--- config.mk ---
export PLATFORM = sky130hd
export DESIGN_NAME = rxf_daddr_filter
export DESIGN_NICKNAME = d
export VERILOG_FILES = /design/src/rtl/rxf_pkg.sv /design/src/rtl/rxf_addr_capture.sv /design/src/rtl/rxf_classify.sv /design/src/rtl/rxf_status_pack.sv /design/src/rtl/rxf_daddr_filter.sv
export SDC_FILE = /design/constraint.sdc
export NUM_CORES = 1
export LEC_CHECK = 0
export BUFFER_PORTS_ARGS = -buffer_cell sky130_fd_sc_hd__buf_4
export CAP_MARGIN = 30
export CORE_MARGIN = 4
export CORE_UTILIZATION = 30
export CTS_BUF_LIST = sky130_fd_sc_hd__clkbuf_2
export DETAILED_ROUTE_END_ITERATION = 12
export GPL_TIMING_DRIVEN = 0
export SETUP_SLACK_MARGIN = 0.02
export SKIP_LAST_GASP = 1
export SLEW_MARGIN = 10
export SYNTH_ARGS = -nofsm -noshare
export SYNTH_HDL_FRONTEND = slang
export SYNTH_SLANG_ARGS = --single-unit
--- constraint.sdc ---
create_clock -name clk -period 5 [get_ports clk]
set_clock_uncertainty 0.1 [all_clocks]
set_input_delay 1 -clock clk [delete_from_list [all_inputs] [get_ports clk]]
set_output_delay 1 -clock clk [all_outputs]
set_load 0.005 [all_outputs]
--- src/rtl/rxf_pkg.sv ---
package rxf_pkg;

   typedef enum logic [1:0] {
      FILT_OWN   = 2'b00,
      FILT_HASH  = 2'b01,
      FILT_ALLMC = 2'b10,
      FILT_ALL   = 2'b11
   } filt_mode_e;

   // status word bit positions (decoded downstream)
   localparam int SW_WIDTH     = 64;
   localparam int SW_CODE_VIOL = 16;
   localparam int SW_DRIBBLE   = 17;
   localparam int SW_CRC_ERR   = 18;
   localparam int SW_MCAST     = 19;
   localparam int SW_BCAST     = 20;
   localparam int SW_BAD_PRE   = 21;
   localparam int SW_LONG      = 22;
   localparam int SW_BAD_PKT   = 23;
   localparam int SW_CARRIER   = 24;
   localparam int SW_HASH_HIT  = 25;
   localparam int SW_OWN_HIT   = 26;
   localparam int SW_VALID     = 63;

   // error flag input positions
   localparam int EF_W         = 7;
   localparam int EF_CODE_VIOL = 0;
   localparam int EF_DRIBBLE   = 1;
   localparam int EF_CRC_ERR   = 2;
   localparam int EF_BAD_PRE   = 3;
   localparam int EF_LONG      = 4;
   localparam int EF_BAD_PKT   = 5;
   localparam int EF_CARRIER   = 6;

   localparam int          CRC_W    = 32;
   localparam logic [31:0] CRC_POLY = 32'hEDB88320;

   function automatic logic [CRC_W-1:0] crc_step_byte(input logic [CRC_W-1:0] c,
                                                      input logic [7:0] d);
      logic [CRC_W-1:0] r;
      r = c;
      for (int i = 0; i < 8; i++) begin
         if (r[0] ^ d[i]) r = (r >> 1) ^ CRC_POLY;
         else             r = r >> 1;
      end
      return r;
   endfunction

endpackage

--- src/rtl/rxf_addr_capture.sv ---
module rxf_addr_capture
   import rxf_pkg::*;
#(
   parameter int ADDR_BYTES = 6
) (
   input  logic                    clk,
   input  logic                    rst_n,
   input  logic                    byte_valid,
   input  logic                    frame_start,
   input  logic [7:0]              byte_data,
   output logic [8*ADDR_BYTES-1:0] addr_now,
   output logic [CRC_W-1:0]        crc_now,
   output logic                    addr_done
);
   localparam int             CNT_W    = $clog2(ADDR_BYTES + 1);
   localparam logic [CNT_W-1:0] CNT_FULL = CNT_W'(ADDR_BYTES);
   localparam logic [CNT_W-1:0] CNT_LAST = CNT_W'(ADDR_BYTES - 1);

   if (ADDR_BYTES < 1) begin : g_bad_bytes
      $error("rxf_addr_capture: ADDR_BYTES must be at least 1");
   end

   logic [CNT_W-1:0]           cnt_q;
   logic [CNT_W-1:0]           pos;
   logic [ADDR_BYTES-1:0][7:0] addr_q;
   logic [CRC_W-1:0]           crc_q;
   logic [CRC_W-1:0]           crc_base;
   logic                       take;

   always_comb begin
      pos       = frame_start ? '0 : cnt_q;
      take      = byte_valid & (frame_start | (cnt_q < CNT_FULL));
      crc_base  = frame_start ? '1 : crc_q;
      crc_now   = crc_step_byte(crc_base, byte_data);
      addr_done = take & (pos == CNT_LAST);
   end

   for (genvar k = 0; k < ADDR_BYTES; k++) begin : g_slot
      logic hit;
      assign hit = take && (pos == CNT_W'(k));
      assign addr_now[8*k +: 8] = hit ? byte_data : addr_q[k];
      always_ff @(posedge clk or negedge rst_n) begin
         if (!rst_n)   addr_q[k] <= '0;
         else if (hit) addr_q[k] <= byte_data;
      end
   end

   always_ff @(posedge clk or negedge rst_n) begin
      if (!rst_n) begin
         cnt_q <= CNT_FULL;
         crc_q <= '1;
      end else if (take) begin
         cnt_q <= pos + 1'b1;
         crc_q <= crc_now;
      end
   end

   // the byte counter never runs past the address length
   assert_cnt_bound_R2: assert property (@(posedge clk) disable iff (!rst_n)
      cnt_q <= CNT_FULL);

endmodule

--- src/rtl/rxf_classify.sv ---
module rxf_classify
   import rxf_pkg::*;
#(
   parameter int ADDR_BYTES = 6,
   parameter int HASH_BITS  = 6,
   parameter bit HASH_EN    = 1'b1
) (
   input  logic [8*ADDR_BYTES-1:0]  addr,
   input  logic [CRC_W-1:0]         crc,
   input  logic [8*ADDR_BYTES-1:0]  own_addr,
   input  logic [(1<<HASH_BITS)-1:0] hash_table,
   input  logic [1:0]               mode,
   output logic                     own_hit,
   output logic                     bcast,
   output logic                     mcast,
   output logic                     tbl_bit,
   output logic                     hash_hit,
   output logic                     accept
);
   if (HASH_BITS < 1 || HASH_BITS > CRC_W) begin : g_bad_hash
      $error("rxf_classify: HASH_BITS out of range");
   end

   logic [ADDR_BYTES-1:0] byte_eq;
   logic [HASH_BITS-1:0]  idx;

   for (genvar k = 0; k < ADDR_BYTES; k++) begin : g_cmp
      assign byte_eq[k] = (addr[8*k +: 8] == own_addr[8*k +: 8]);
   end

   assign own_hit = &byte_eq;
   assign bcast   = &addr;
   assign mcast   = addr[0] & ~bcast;
   assign idx     = crc[CRC_W-1 -: HASH_BITS];
   assign tbl_bit = hash_table[idx];

   if (HASH_EN) begin : g_hash
      assign hash_hit = mcast & tbl_bit;
   end else begin : g_nohash
      assign hash_hit = 1'b0;
   end

   always_comb begin
      unique case (filt_mode_e'(mode))
         FILT_OWN:   accept = own_hit;
         FILT_HASH:  accept = own_hit | bcast | hash_hit;
         FILT_ALLMC: accept = own_hit | bcast | mcast;
         default:    accept = 1'b1;
      endcase
   end

endmodule

--- src/rtl/rxf_status_pack.sv ---
module rxf_status_pack
   import rxf_pkg::*;
#(
   parameter int LEN_W = 16
) (
   input  logic                clk,
   input  logic                rst_n,
   input  logic                frame_end,
   input  logic [LEN_W-1:0]    len,
   input  logic [EF_W-1:0]     err,
   input  logic                own_hit,
   input  logic                bcast,
   input  logic                mcast,
   input  logic                hash_hit,
   output logic                status_valid,
   output logic [SW_WIDTH-1:0] status_word,
   output logic                status_err
);
   if (LEN_W < 1 || LEN_W > 16) begin : g_bad_len
      $error("rxf_status_pack: LEN_W must be 1..16");
   end

   logic [SW_WIDTH-1:0] word_d;
   logic                err_d;

   always_comb begin
      word_d               = '0;
      word_d[LEN_W-1:0]    = len;
      word_d[SW_CODE_VIOL] = err[EF_CODE_VIOL];
      word_d[SW_DRIBBLE]   = err[EF_DRIBBLE];
      word_d[SW_CRC_ERR]   = err[EF_CRC_ERR];
      word_d[SW_MCAST]     = mcast;
      word_d[SW_BCAST]     = bcast;
      word_d[SW_BAD_PRE]   = err[EF_BAD_PRE];
      word_d[SW_LONG]      = err[EF_LONG];
      word_d[SW_BAD_PKT]   = err[EF_BAD_PKT];
      word_d[SW_CARRIER]   = err[EF_CARRIER];
      word_d[SW_HASH_HIT]  = hash_hit;
      word_d[SW_OWN_HIT]   = own_hit;
      word_d[SW_VALID]     = 1'b1;
      err_d = err[EF_CODE_VIOL] | err[EF_CRC_ERR] | err[EF_BAD_PRE] |
              err[EF_LONG] | err[EF_BAD_PKT] | err[EF_CARRIER];
   end

   always_ff @(posedge clk or negedge rst_n) begin
      if (!rst_n) begin
         status_valid <= 1'b0;
         status_word  <= '0;
         status_err   <= 1'b0;
      end else begin
         status_valid <= frame_end;
         if (frame_end) begin
            status_word <= word_d;
            status_err  <= err_d;
         end
      end
   end

   assert_word_valid_R10: assert property (@(posedge clk) disable iff (!rst_n)
      status_valid |-> status_word[SW_VALID]);
   assert_word_hold_R10: assert property (@(posedge clk) disable iff (!rst_n)
      !$past(frame_end) |-> $stable(status_word));
   assert_err_sum_R11: assert property (@(posedge clk) disable iff (!rst_n)
      status_valid |-> (status_err == (status_word[SW_CODE_VIOL] | status_word[SW_CRC_ERR] |
                        status_word[SW_BAD_PRE] | status_word[SW_LONG] |
                        status_word[SW_BAD_PKT] | status_word[SW_CARRIER])));

endmodule

--- src/rtl/rxf_daddr_filter.sv ---
module rxf_daddr_filter
   import rxf_pkg::*;
#(
   parameter int ADDR_BYTES = 6,
   parameter int HASH_BITS  = 6,
   parameter int LEN_W      = 16,
   parameter bit HASH_EN    = 1'b1,
   localparam int ADDR_W    = 8 * ADDR_BYTES,
   localparam int TABLE_W   = 1 << HASH_BITS
) (
   input  logic                clk,
   input  logic                rst_n,
   input  logic [1:0]          filt_mode,
   input  logic [ADDR_W-1:0]   own_addr,
   input  logic [TABLE_W-1:0]  hash_table,
   input  logic                rx_dma_en,
   input  logic                rx_byte_valid,
   input  logic                rx_frame_start,
   input  logic [7:0]          rx_byte,
   input  logic                rx_frame_end,
   input  logic [LEN_W-1:0]    rx_len,
   input  logic [EF_W-1:0]     rx_err_flags,
   output logic                dec_valid,
   output logic                dec_accept,
   output logic                dec_own_hit,
   output logic                dec_bcast,
   output logic                dec_mcast,
   output logic                dec_hash_hit,
   output logic                hash_sel_latched,
   output logic                status_valid,
   output logic [SW_WIDTH-1:0] status_word,
   output logic                status_err
);
   logic [ADDR_W-1:0] addr_now;
   logic [CRC_W-1:0]  crc_now;
   logic              addr_done;
   logic              c_own, c_bc, c_mc, c_tbl, c_hh, c_acc;
   logic              new_frame;

   assign new_frame = rx_byte_valid & rx_frame_start;

   rxf_addr_capture #(.ADDR_BYTES(ADDR_BYTES)) u_capture (
      .clk         (clk),
      .rst_n       (rst_n),
      .byte_valid  (rx_byte_valid),
      .frame_start (rx_frame_start),
      .byte_data   (rx_byte),
      .addr_now    (addr_now),
      .crc_now     (crc_now),
      .addr_done   (addr_done)
   );

   rxf_classify #(.ADDR_BYTES(ADDR_BYTES), .HASH_BITS(HASH_BITS), .HASH_EN(HASH_EN)) u_classify (
      .addr       (addr_now),
      .crc        (crc_now),
      .own_addr   (own_addr),
      .hash_table (hash_table),
      .mode       (filt_mode),
      .own_hit    (c_own),
      .bcast      (c_bc),
      .mcast      (c_mc),
      .tbl_bit    (c_tbl),
      .hash_hit   (c_hh),
      .accept     (c_acc)
   );

   always_ff @(posedge clk or negedge rst_n) begin
      if (!rst_n) begin
         dec_valid        <= 1'b0;
         dec_accept       <= 1'b0;
         dec_own_hit      <= 1'b0;
         dec_bcast        <= 1'b0;
         dec_mcast        <= 1'b0;
         dec_hash_hit     <= 1'b0;
         hash_sel_latched <= 1'b0;
      end else begin
         dec_valid <= addr_done;
         if (addr_done) begin
            dec_accept   <= c_acc;
            dec_own_hit  <= c_own;
            dec_bcast    <= c_bc;
            dec_mcast    <= c_mc;
            dec_hash_hit <= c_hh;
            if (rx_dma_en) hash_sel_latched <= c_tbl;
         end else if (new_frame) begin
            dec_accept   <= 1'b0;
            dec_own_hit  <= 1'b0;
            dec_bcast    <= 1'b0;
            dec_mcast    <= 1'b0;
            dec_hash_hit <= 1'b0;
         end
      end
   end

   rxf_status_pack #(.LEN_W(LEN_W)) u_status (
      .clk          (clk),
      .rst_n        (rst_n),
      .frame_end    (rx_frame_end),
      .len          (rx_len),
      .err          (rx_err_flags),
      .own_hit      (dec_own_hit),
      .bcast        (dec_bcast),
      .mcast        (dec_mcast),
      .hash_hit     (dec_hash_hit),
      .status_valid (status_valid),
      .status_word  (status_word),
      .status_err   (status_err)
   );

   assert_dec_after_byte_R2: assert property (@(posedge clk) disable iff (!rst_n)
      dec_valid |-> $past(rx_byte_valid));
   assert_dec_pulse_R2: assert property (@(posedge clk) disable iff (!rst_n)
      dec_valid |=> !dec_valid || $past(rx_byte_valid));
   assert_cast_excl_R3: assert property (@(posedge clk) disable iff (!rst_n)
      !(dec_bcast && dec_mcast));
   assert_hash_mc_R5: assert property (@(posedge clk) disable iff (!rst_n)
      dec_hash_hit |-> dec_mcast);
   assert_own_only_R6: assert property (@(posedge clk) disable iff (!rst_n)
      (dec_valid && $past(filt_mode) == 2'b00 && dec_accept) |-> dec_own_hit);
   assert_hash_mode_R7: assert property (@(posedge clk) disable iff (!rst_n)
      (dec_valid && $past(filt_mode) == 2'b01 && dec_accept) |->
      (dec_own_hit || dec_bcast || dec_hash_hit));
   assert_allmc_R8: assert property (@(posedge clk) disable iff (!rst_n)
      (dec_valid && $past(filt_mode) == 2'b10 && dec_mcast) |-> dec_accept);
   assert_promisc_R9: assert property (@(posedge clk) disable iff (!rst_n)
      (dec_valid && $past(filt_mode) == 2'b11) |-> dec_accept);
   assert_latch_hold_R12: assert property (@(posedge clk) disable iff (!rst_n)
      !$past(rx_dma_en) |-> $stable(hash_sel_latched));
   assert_start_clear_R13: assert property (@(posedge clk) disable iff (!rst_n)
      ($past(rx_byte_valid && rx_frame_start) && !dec_valid) |->
      !(dec_accept || dec_own_hit || dec_bcast || dec_mcast));

endmodule

# Yosys cells after proc, flatten, opt, wreduce, memory -nomap -nowiden

Cells that the tools add are included.

Output and inout bits: 73
Register bits: 120
Input port bits: 151
Logic and storage cells: 102

Reductions and logical operators: 12
$add $sub $neg: 1
Bitwise logic cells: 31
Equality and inequality tests: 13
Magnitude comparators: 2
Multiplexer cells: 25

Operator list:

| cell                  | number |
|---|---|
| $mux W32              | 9 |
| $not A13 Y14          | 8 |
| $eq A8 B8 Y1          | 6 |
| $mux W8               | 6 |
| $reduce_and A48 Y1    | 1 |
| $or A1 B1 Y1          | 9 |
| $xor A1 B1 Y1         | 8 |
| $lt A6 B7 Y1 const B  | 1 |
| $mux W1               | 7 |
| $bmux W1 S6           | 1 |
| $eq A3 B2 Y1 const B  | 2 |
| $eq A3 B3 Y1 const B  | 2 |
| $logic_and A1 B1 Y1   | 6 |
| $reduce_and A6 Y1     | 1 |
| $and A1 B1 Y1         | 5 |
| $add A3 B1 Y3 const B | 1 |
| $eq A3 B1 Y1 const B  | 1 |
| $logic_not A3 Y1      | 1 |
| $lt A3 B3 Y1 const B  | 1 |
| $mux W3               | 1 |
| $pmux W1 S3           | 1 |
| $eq A2 B1 Y1 const B  | 1 |
| $eq A2 B2 Y1 const B  | 1 |
| $logic_not A2 Y1      | 1 |
| other kinds (3)       | 3 |

# Logic depth before layout (Yosys ltp)

Gate-level depths: netlist of run 1.

Depth after elaboration: 23
Depth in mapped cells: 16
Mapped depth without buffers: 13

# Hierarchy

A second synthesis of run 1 with hierarchy kept.

Cells, all modules: 645
Area, all modules: 7503.4 µm²

By module, submodules not included:

| module           | seq. area each (µm²) | cells an instance | area an instance (µm²) | instances |
|---|---|---|---|---|
| rxf_addr_capture | 2119.5               | 381               | 4431.8                 | 1 |
| rxf_status_pack  | 750.7                | 102               | 1490.2                 | 1 |
| rxf_classify     | 0.0                  | 141               | 1295.0                 | 1 |
| rxf_daddr_filter | 175.2                | 21                | 286.5                  | 1 |

# Worst setup path before layout of run 1

No wires, ideal clock.

Kind: input to register
Start: input rx_frame_start
End: register dec_own_hit
Slack: 0.763 ns
Arrival time: 4.054 ns
Cell stages on the path: 14
Path through: buf_6 > clkbuf_1 > clkbuf_1 > clkbuf_1 > nor2_1 > ha_1 > nand2_1 > a21oi_2 > mux2_2 > xor2_1 > a2111oi_0 > nand3_1 > or4_1 > o21ai_0

Word-level cells in the longest chain between the ends: 7
Elaborated cells on any way between the ends: 32

Ends and longest elaborated chain:

| what                                                 | line                                           | source |
|---|---|---|
| from (decl)                                          | rxf_daddr_filter.sv:18                         | `input logic rx_frame_start,` |
| $mux W3 / $or A1 B1 Y1 (equally long branches)       | rxf_addr_capture.sv:31, rxf_addr_capture.sv:32 |  |
| $eq A3 B2 Y1 / $and A1 B1 Y1 (equally long branches) | rxf_addr_capture.sv:40, rxf_addr_capture.sv:32 |  |
| $logic_and A1 B1 Y1 (*)                              | rxf_addr_capture.sv:40                         | `assign hit = take && (pos == CNT_W'(k));` |
| $mux W8 (*)                                          | --                                             |  |
| via addr_now[31]                                     | rxf_daddr_filter.sv:34                         | `logic [ADDR_W-1:0] addr_now;` |
| $eq A8 B8 Y1 (*)                                     | rxf_classify.sv:28                             | `assign byte_eq[k] = (addr[8*k +: 8] == own_addr[8*k +: 8]);` |
| $reduce_and A6 Y1 (*)                                | rxf_classify.sv:31                             | `assign own_hit = &byte_eq;` |
| $mux W1 (*)                                          | rxf_daddr_filter.sv:78                         | `if (addr_done) begin` |
| to (signal assigned)                                 | rxf_daddr_filter.sv:80                         | `dec_own_hit <= c_own;` |
| to (decl)                                            | rxf_daddr_filter.sv:25                         | `output logic dec_own_hit,` |

The timed path passes the listed nets; every way through them passes the cells marked *.
A chain may end at the register's enable or synchronous reset.

# Worst setup path in the final report of run 1

Start: input rx_frame_start
End: register dec_accept

Elaborated cells on any way between the ends: 66

RTL lines:

| what                                                 | line                                           | source |
|---|---|---|
| $mux W3 / $or A1 B1 Y1 (equally long branches)       | rxf_addr_capture.sv:31, rxf_addr_capture.sv:32 |  |
| $eq A3 B2 Y1 / $and A1 B1 Y1 (equally long branches) | rxf_addr_capture.sv:40, rxf_addr_capture.sv:32 |  |
| $logic_and A1 B1 Y1 (*)                              | rxf_addr_capture.sv:40                         |  |
| $mux W8 (*)                                          | --                                             |  |
| via addr_now[31]                                     | rxf_daddr_filter.sv:34                         |  |
| $reduce_and A48 Y1                                   | rxf_classify.sv:32                             | `assign bcast = &addr;` |
| $not A1 Y1                                           | rxf_classify.sv:33                             | `assign mcast = addr[0] & ~bcast;` |
| $and A1 B1 Y1                                        | rxf_classify.sv:33                             |  |
| $and A1 B1 Y1                                        | rxf_classify.sv:38                             | `assign hash_hit = mcast & tbl_bit;` |
| $or A1 B1 Y1                                         | rxf_classify.sv:46                             | `FILT_HASH: accept = own_hit \| bcast \| hash_hit;` |
| $pmux W1 S3 (*)                                      | rxf_classify.sv:44                             | `unique case (filt_mode_e'(mode))` |
| $mux W1 (*)                                          | rxf_daddr_filter.sv:78                         |  |
| to (signal assigned)                                 | rxf_daddr_filter.sv:70                         | `dec_accept <= 1'b0;` |
| to (signal assigned)                                 | rxf_daddr_filter.sv:79                         | `dec_accept <= c_acc;` |
| to (signal assigned)                                 | rxf_daddr_filter.sv:86                         | `dec_accept <= 1'b0;` |
| to (decl)                                            | rxf_daddr_filter.sv:24                         | `output logic dec_accept,` |

The timed path passes the listed nets; every way through them passes the cells marked *. The select of a mux whose other input is x is not followed.

==> results_dict.tcl, run 1 <==
set metrics [dict create \
    routabilityCongestion 0.906 \
    worstPathRequired_ns 5.59 \
    regArea_sq_mm 0.00305 \
    path_class "in2reg" \
    grt-ovfl-total 0 \
    syn_area_sq_mm 0.00781 \
    drc_errors 0 \
    pwr-share-clk_pct 12.2 \
    rows 58 \
    worstMarginPinSlew_ns 0.834 \
    post-route-period-util_pct 94.7 \
    status "finished clean" \
    area_growth_pct 28.0 \
    worstPathArrival_ns 5.32 \
    ys_ff_latch 120 \
    synthMuxAreaShare_pct 14.4 \
    dieArea_sq_mm 0.0287 \
    fin_util_pct 39.3 \
    clock_path_buffers 2 \
    fmax_ghz 0.211 \
    rr_worst_depth 14 \
    crit_path_end_kind "flip-flop" \
    period_needed_ns 4.74 \
    hold_path_depth 1 \
    drv_slew 0 \
    grt_pass1_vias 6511 \
    clkLatencyLatePin_ns 0.74 \
    synthAdderAreaFrac_pct 0.641 \
    post_cts.repair.setup_buffers 0 \
    hp-class "in2reg" \
    synth_ff_type "dfrtp_1" \
    drtIter0Drc 393 \
    antenna_found_initial 2 \
    yosysUniqueCellTypes 72 \
    setup_viol 0 \
    synth_top_family_by_area "XOR/XNOR gates" \
    p_per_area_mw_per_mm2 541 \
    final_hold_viol_count 0 \
    fin_area_sq_mm 0.00999 \
    io_pins 224 \
    internal_power_uw 3200 \
    viasPerCell 4.78 \
    drive_gt1_share_pct 35.8 \
    grt_max_degree 87 \
    yosysSeqAreaShare_pct 39.0 \
    crit_fanout 10 \
    fill_cells 2601 \
    max_stage_delay_ns 0.67 \
    root_buffer "clkbuf_2" \
    drt-total-wl_mm 24.4 \
    cts_tree "built" \
    ir_worst_vdd_uv 498 \
    syn_inst 778 \
    synth_compound_area_share_pct 9.84 \
    start_util_pct 30.7 \
    power.sequential.fraction_pct 30.1 \
    cts_made_buffers 17 \
    synth_xor_area_share_pct 16.9 \
    drtPass1Iterations 7 \
    die-height_microns 169 \
    cp_common_cell "clkbuf_1" \
    maxCapViolations 0 \
    grt_setup_unrepaired "false" \
    routedWlPerCell_microns 18.0 \
    coreArea_sq_mm 0.0254 \
    place_area_sq_mm 0.00974 \
    final_common_cell "buf_4" \
    p_sw_share_pct 40.9 \
    p_comb_share_pct 57.7 \
    crit_path_start_kind "primary input" \
    crit_chain "buf_6 > clkbuf_1 > clkbuf_1 > clkbuf_2 > nor2_1 > ha_1 > nand2_1 > a21oi_2 > mux2_2 > xor2_1 > a2111oi_0 > nand3_1 > nor4_1 > o22ai_1 > a21oi_1 > a311o_1" \
    path_clk_slew_ns 0.22 \
    multi_input_area_sq_mm 0.00425 \
    clock_sinks 120 \
    synth-edff-count 0 \
    drtAntennaViolNets 0 \
    syn_area_per_cell_sq_um 10.0 \
    grt_usage_pct 16.6 \
    p_leak_uw 0.00454 \
    slew_headroom_pct 44.4 \
    route.vias.total 6492 \
    portBuffers 181 \
    yosys_warnings 0 \
    power.switching_uw 2210 \
    async_flop_share_pct 100 \
    dpl.hpwl_mm 18.7 \
    fp.dieW_microns 169 \
    layout_common_cells "218 x buf_4, 86 x dfrtp_1, 85 x xnor2_1, 74 x nand2_1, 55 x o21ai_0" \
    grt_pass1_wl_mm 36.9 \
    synth-simple-area-share_pct 10.9 \
    worst_path_max_delay_cell "nor4_1" \
    htreeDepth 4 \
    nets 1170 \
]
## metal layers
| metal | GRT usage [%] | up-vias | wire length (microns) |
|---|---|---|---|
| li1 | - | 3082 | - |
| met1 | 22.1 | 3148 | 10300 |
| met2 | 27.2 | 240 | 11800 |
| met3 | 4.45 | 20 | 1990 |
| met4 | 3.82 | 2 | 310 |
| met5 | 0 | - | 20 |
## critical path, delay by kind of cell
family	cells	cell delay (ns)
fa+ha+maj	1	0.15
xor+xnor	1	0.17
simple gates	4	1.04
buf+inv	4	1.07
compound gates	5	1.47
mux	1	0.43
## synth_stat cells (all sizes together), types with 2 or more instances
master	count	area share (%)
or2	2	0.16
nand3	8	0.51
or4	3	0.29
xnor2	91	11
a2111oi	4	0.45
dfstp	34	11
nor3	10	0.64
dfrtp	86	28
mux2	46	6.6
nor2b	2	0.16
a222oi	3	0.38
a2bb2oi	2	0.22
o2111a	2	0.29
nor4b	2	0.22
a22oi	2	0.19
a221oi	3	0.34
clkbuf	26	1.3
o21ai	58	3.7
xnor3	3	0.90
a32oi	2	0.22
o221ai	2	0.22
a32o	2	0.26
xor2	44	4.9
nand4	15	1.2
and3	3	0.24
nor4	8	0.64
mux4	14	4.2
a21oi	19	1.3
mux2i	28	3.6
nand2	74	3.6
nor2	47	2.5
inv	44	2.1
o22ai	5	0.40
ha	4	0.64
a31oi	4	0.32
buf	52	4.8
## worst paths after layout
kind | from | endpoint | slack (ns)
worst max-delay path | rx_frame_start | dec_accept$_DFFE_PN0P_ | 0.26
min in group asynchronous | rst_n | u_capture.addr_q[14]$_DFF_PN0_ | 0.62
worst max register to register | u_capture.cnt_q[1]$_DFFE_PN1P_ | dec_accept$_DFFE_PN0P_ | 0.60
worst min-delay path | rx_frame_end | u_status.status_valid$_DFF_PN0_ | 0.30
worst min register to register | u_capture.crc_q[21]$_DFFE_PN1P_ | u_capture.crc_q[21]$_DFFE_PN1P_ | 0.39
max in group asynchronous | rst_n | u_status.status_word[1]$_DFFE_PN0P_ | 3.43
## stage by stage
step | TNS [ns] | cells | power (uW) | worst slack (ns) | hold WS, ns
finish | 0 | 1359 | 5410 | 0.263 | 0.301
global route | 0 | 1359 | 5820 | 0.154 | 0.209
CTS | 0 | 1357 | 5460 | 0.198 | 0.0161
detailed placement | -1.12 | 1325 | 4800 | -0.588 | 0.351
global placement | -1.10 | 1324 | 4750 | -0.573 | 0.358
floorplan | 0 | 813 | 4050 | 0.763 | 0.346
## cell type report
type | instances | share of cell area (%)
repair buffers | 183 | 14.0
well taps | 330 | 4.13
multi-input cells | 570 | 42.5
flip-flops and latches | 120 | 30.5
diodes | 1 | 0.0250
inverters | 45 | 1.69
clock buffers | 17 | 0.851
plain buffers | 78 | 4.76
clock inverters | 15 | 1.55
## state kept, by name, summed over array words and instances, names as in the netlist
register               flops
dec_accept                 1
dec_bcast                  1
dec_hash_hit               1
dec_mcast                  1
dec_own_hit                1
dec_valid                  1
hash_sel_latched           1
u_capture.addr_q          48
u_capture.cnt_q            3
u_capture.crc_q           32
u_status.status_err        1
u_status.status_valid      1
u_status.status_word      28
## power by group through the flow
stage | registers (uW) | clock network, uW | logic [uW]
2_1_floorplan | 1590 | 0 | 2460
3_3_place_gp | 1640 | 0 | 3110
3_5_place_dp | 1650 | 0 | 3150
4_1_cts | 1630 | 673 | 3160
5_1_grt | 1680 | 717 | 3430
6_report | 1630 | 658 | 3120
## timing repair
item,in CTS,in global routing
setup endpoints to repair,0,1
endpoints found under the hold margin,0,24
gates resized for setup,0,2
hold buffers,0,1
## kinds of logic after synthesis
| logic type | count (synthesis) |
|---|---|
| DFF | 120 |
| AOI/OAI and AO/OA | 122 |
| muxes | 88 |
| xor gates and xnor gates | 138 |
| adders and majority gates | 4 |
| buffers and inverters | 123 |
| other | 1 |
| and+or+nand+nor | 182 |
No activity file was read; power rests on OpenSTA's default activity.
==> run 2: changes to the inputs <==
--- a/config.mk
+++ b/config.mk
@@ -12,6 +12,7 @@
 export CTS_BUF_LIST = sky130_fd_sc_hd__clkbuf_2
 export DETAILED_ROUTE_END_ITERATION = 12
 export GPL_TIMING_DRIVEN = 0
+export REMOVE_ABC_BUFFERS = 1
 export SETUP_SLACK_MARGIN = 0.02
 export SKIP_LAST_GASP = 1
 export SLEW_MARGIN = 10
==> constraint.sdc (replaced) <==
create_clock -name clk -period 6.1 [get_ports clk]
set_clock_uncertainty 0.1 [all_clocks]
set_input_delay 1.22 -clock clk [delete_from_list [all_inputs] [get_ports clk]]
set_output_delay 1.22 -clock clk [all_outputs]
set_load 0.005 [all_outputs]
==> run 2 against run 1 <==
Critical endpoint unchanged. Register-to-register slack better by 1.1 ns. Global-route usage is 0.74 points lower. Die area stayed put. Final cell count is 4.9% lower. Utilization is 1.3 points lower. Sequential power is 16% lower. Non-clock buffer count is 67 lower. Combinational power is 20% lower. Flip-flop and latch count stayed put. Count of clock-buffer cells in the layout stayed put. Critical path depth is 2 lower. Routed wire length is 5.6% lower. Highest routed layer unchanged.
==> results_dict.tcl, run 2 (synthesis gave the netlist of run 1 again) <==
set metrics [dict create \
    antenna_found_initial 2 \
    path_clk_slew_ns 0.22 \
    grt_max_degree 84 \
    grt_usage_pct 15.9 \
    drv_slew 0 \
    grt_pass1_vias 6340 \
    cts_made_buffers 17 \
    cp_common_cell "buf_4" \
    drtPass1Iterations 5 \
    clock_sinks 120 \
    final_hold_viol_count 0 \
    rr_worst_depth 13 \
    dpl.hpwl_mm 17.5 \
    routabilityCongestion 0.844 \
    cts_hold_buf 0 \
    top_register "u_capture.addr_q" \
    timing.rr.end "dec_accept$_DFFE_PN0P_" \
    worst_path_max_delay_cell "a2111oi_0" \
    post-route-period-util_pct 75.5 \
    slew_headroom_pct 40.1 \
    reg.largest.list "u_capture.addr_q: 48 flops, u_capture.crc_q: 32 flops, u_status.status_word: 28 flops" \
    die-height_microns 169 \
    drive_gt1_share_pct 34.8 \
    worstPathRequired_ns 6.67 \
    fin_util_pct 38.1 \
    rows 58 \
    grt-ovfl-total 0 \
    routedWlPerCell_microns 17.8 \
    final_common_cell "buf_4" \
    route.vias.total 6191 \
    crit_fanout 46 \
    cts_tree "built" \
    area_growth_pct 23.9 \
    setup-tns-final_ns 0 \
    setup_viol 0 \
    period_needed_ns 4.61 \
    fp.dieW_microns 169 \
    reg2reg_slack_ns 1.69 \
    ir_worst_vdd_uv 231 \
    viasPerCell 4.79 \
    cts_resized 0 \
    root_buffer "clkbuf_2" \
    maxCapViolations 0 \
    portBuffers 187 \
    io_pins 224 \
    nets 1103 \
    dieArea_sq_mm 0.0287 \
    crit_path_start_kind "primary input" \
    worstPathArrival_ns 5.18 \
    worstMarginPinSlew_ns 0.875 \
    status "finished clean" \
    fmax_ghz 0.217 \
    p_leak_uw 0.00434 \
    crit_path_end_kind "flip-flop" \
    crit_chain "buf_4 > nor2b_1 > inv_2 > nor4b_2 > buf_4 > buf_6 > mux2_2 > xor2_1 > a2111oi_0 > nand3_1 > nor4_1 > o22ai_1 > a21oi_1 > a311o_1" \
    drt-total-wl_mm 23.1 \
    hp-class "in2async" \
    grt_pass1_wl_mm 35.9 \
    drtIter0Drc 449 \
    fill_cells 2575 \
    grt_setup_unrepaired "false" \
    clkLatencyLatePin_ns 0.72 \
    drc_errors 0 \
    p_per_area_mw_per_mm2 460 \
    clock_path_buffers 2 \
    coreArea_sq_mm 0.0254 \
    htreeDepth 4 \
    layout_common_cells "188 x buf_4, 86 x dfrtp_1, 83 x xnor2_1, 73 x nand2_1, 55 x o21ai_0" \
    r2r-start "u_capture.cnt_q[2]$_DFFE_PN1P_" \
    drtAntennaViolNets 0 \
    start_util_pct 30.7 \
    max_stage_delay_ns 0.75 \
    path_class "in2reg" \
    largest_reg_flops 48 \
    post_cts.repair.setup_buffers 0 \
]
[run 2: changes by cell type in the layout (fill, tap and decap cells not counted), sizes merged]
cell	before	now
buf	234	194
clkbuf	43	17
bufinv	1	2
clkinv	3	2
clkinvlp	2	1
dlygate4sd3	1	0
inv	54	55
[run 2: metrics by stage]
stage | total power (uW) | hold slack, ns | setup WS (ns) | cells | cell area, sq um
3_5_place_dp | 3910 | 0.357 | 0.751 | 1258 | 9400
5_1_grt | 4800 | 0.211 | 1.33 | 1292 | 9670
6_report | 4450 | 0.273 | 1.49 | 1292 | 9670
4_1_cts | 4500 | 0.208 | 1.60 | 1290 | 9670
2_1_floorplan | 3230 | 0.346 | 0.820 | 735 | 7460
3_3_place_gp | 3820 | 0.354 | -1.11 | 1252 | 9280
[run 2: worst max path at each step]
stage / from / slack, ns / endpoint / cells after the start
after floorplan: rx_frame_start / 0.82 / dec_accept$_DFFE_PN0P_ / 11
after global placement: rx_frame_start / -1.11 / dec_accept$_DFFE_PN0P_ / 12
after detailed placement: rx_frame_start / 0.75 / dec_accept$_DFFE_PN0P_ / 11
after CTS: rx_frame_start / 1.60 / dec_accept$_DFFE_PN0P_ / 11
after global routing: rx_frame_start / 1.33 / dec_accept$_DFFE_PN0P_ / 14
final: rx_frame_start / 1.49 / dec_accept$_DFFE_PN0P_ / 14
[run 2: per-layer routing]
metal	routed length (microns)	track usage, %	vias up	part of all wire, %
met3	1410	3.33	34	6.1
met2	11300	26.4	194	49
met4	512	5.43	2	2.2
li1	-	-	2957	-
met5	7	0	-	0.030
met1	9830	20.7	3004	43
[run 2: area by class of cell]
cell class                 instances  area, sq um  share of cell area (%)
multi-input combinational        570         4270                    44.2
inverter                          45          169                    1.75
clock inverter                    15          180                    1.86
antenna                            1         2.50                  0.0259
clock buffer                      17         85.1                   0.880
tap                              330          413                    4.27
sequential                       120         3050                    31.5
timing repair buffer             194         1510                    15.6
[run 2: worst max-delay path: cells and delay by family]
| kind | cells | cell delay, ns |
|---|---|---|
| buffers and inverters | 4 | 0.84 |
| XOR/XNOR | 1 | 0.14 |
| AO/OA/AOI/OAI | 4 | 1.18 |
| multiplexers | 1 | 0.35 |
| AND/OR/NAND/NOR | 4 | 1.42 |
[run 2: report_power, final]
part | internal (uW) | switching, uW
clock | 208 | 367
sequential | 1160 | 212
combinational | 1280 | 1220
total | 2640 | 1800
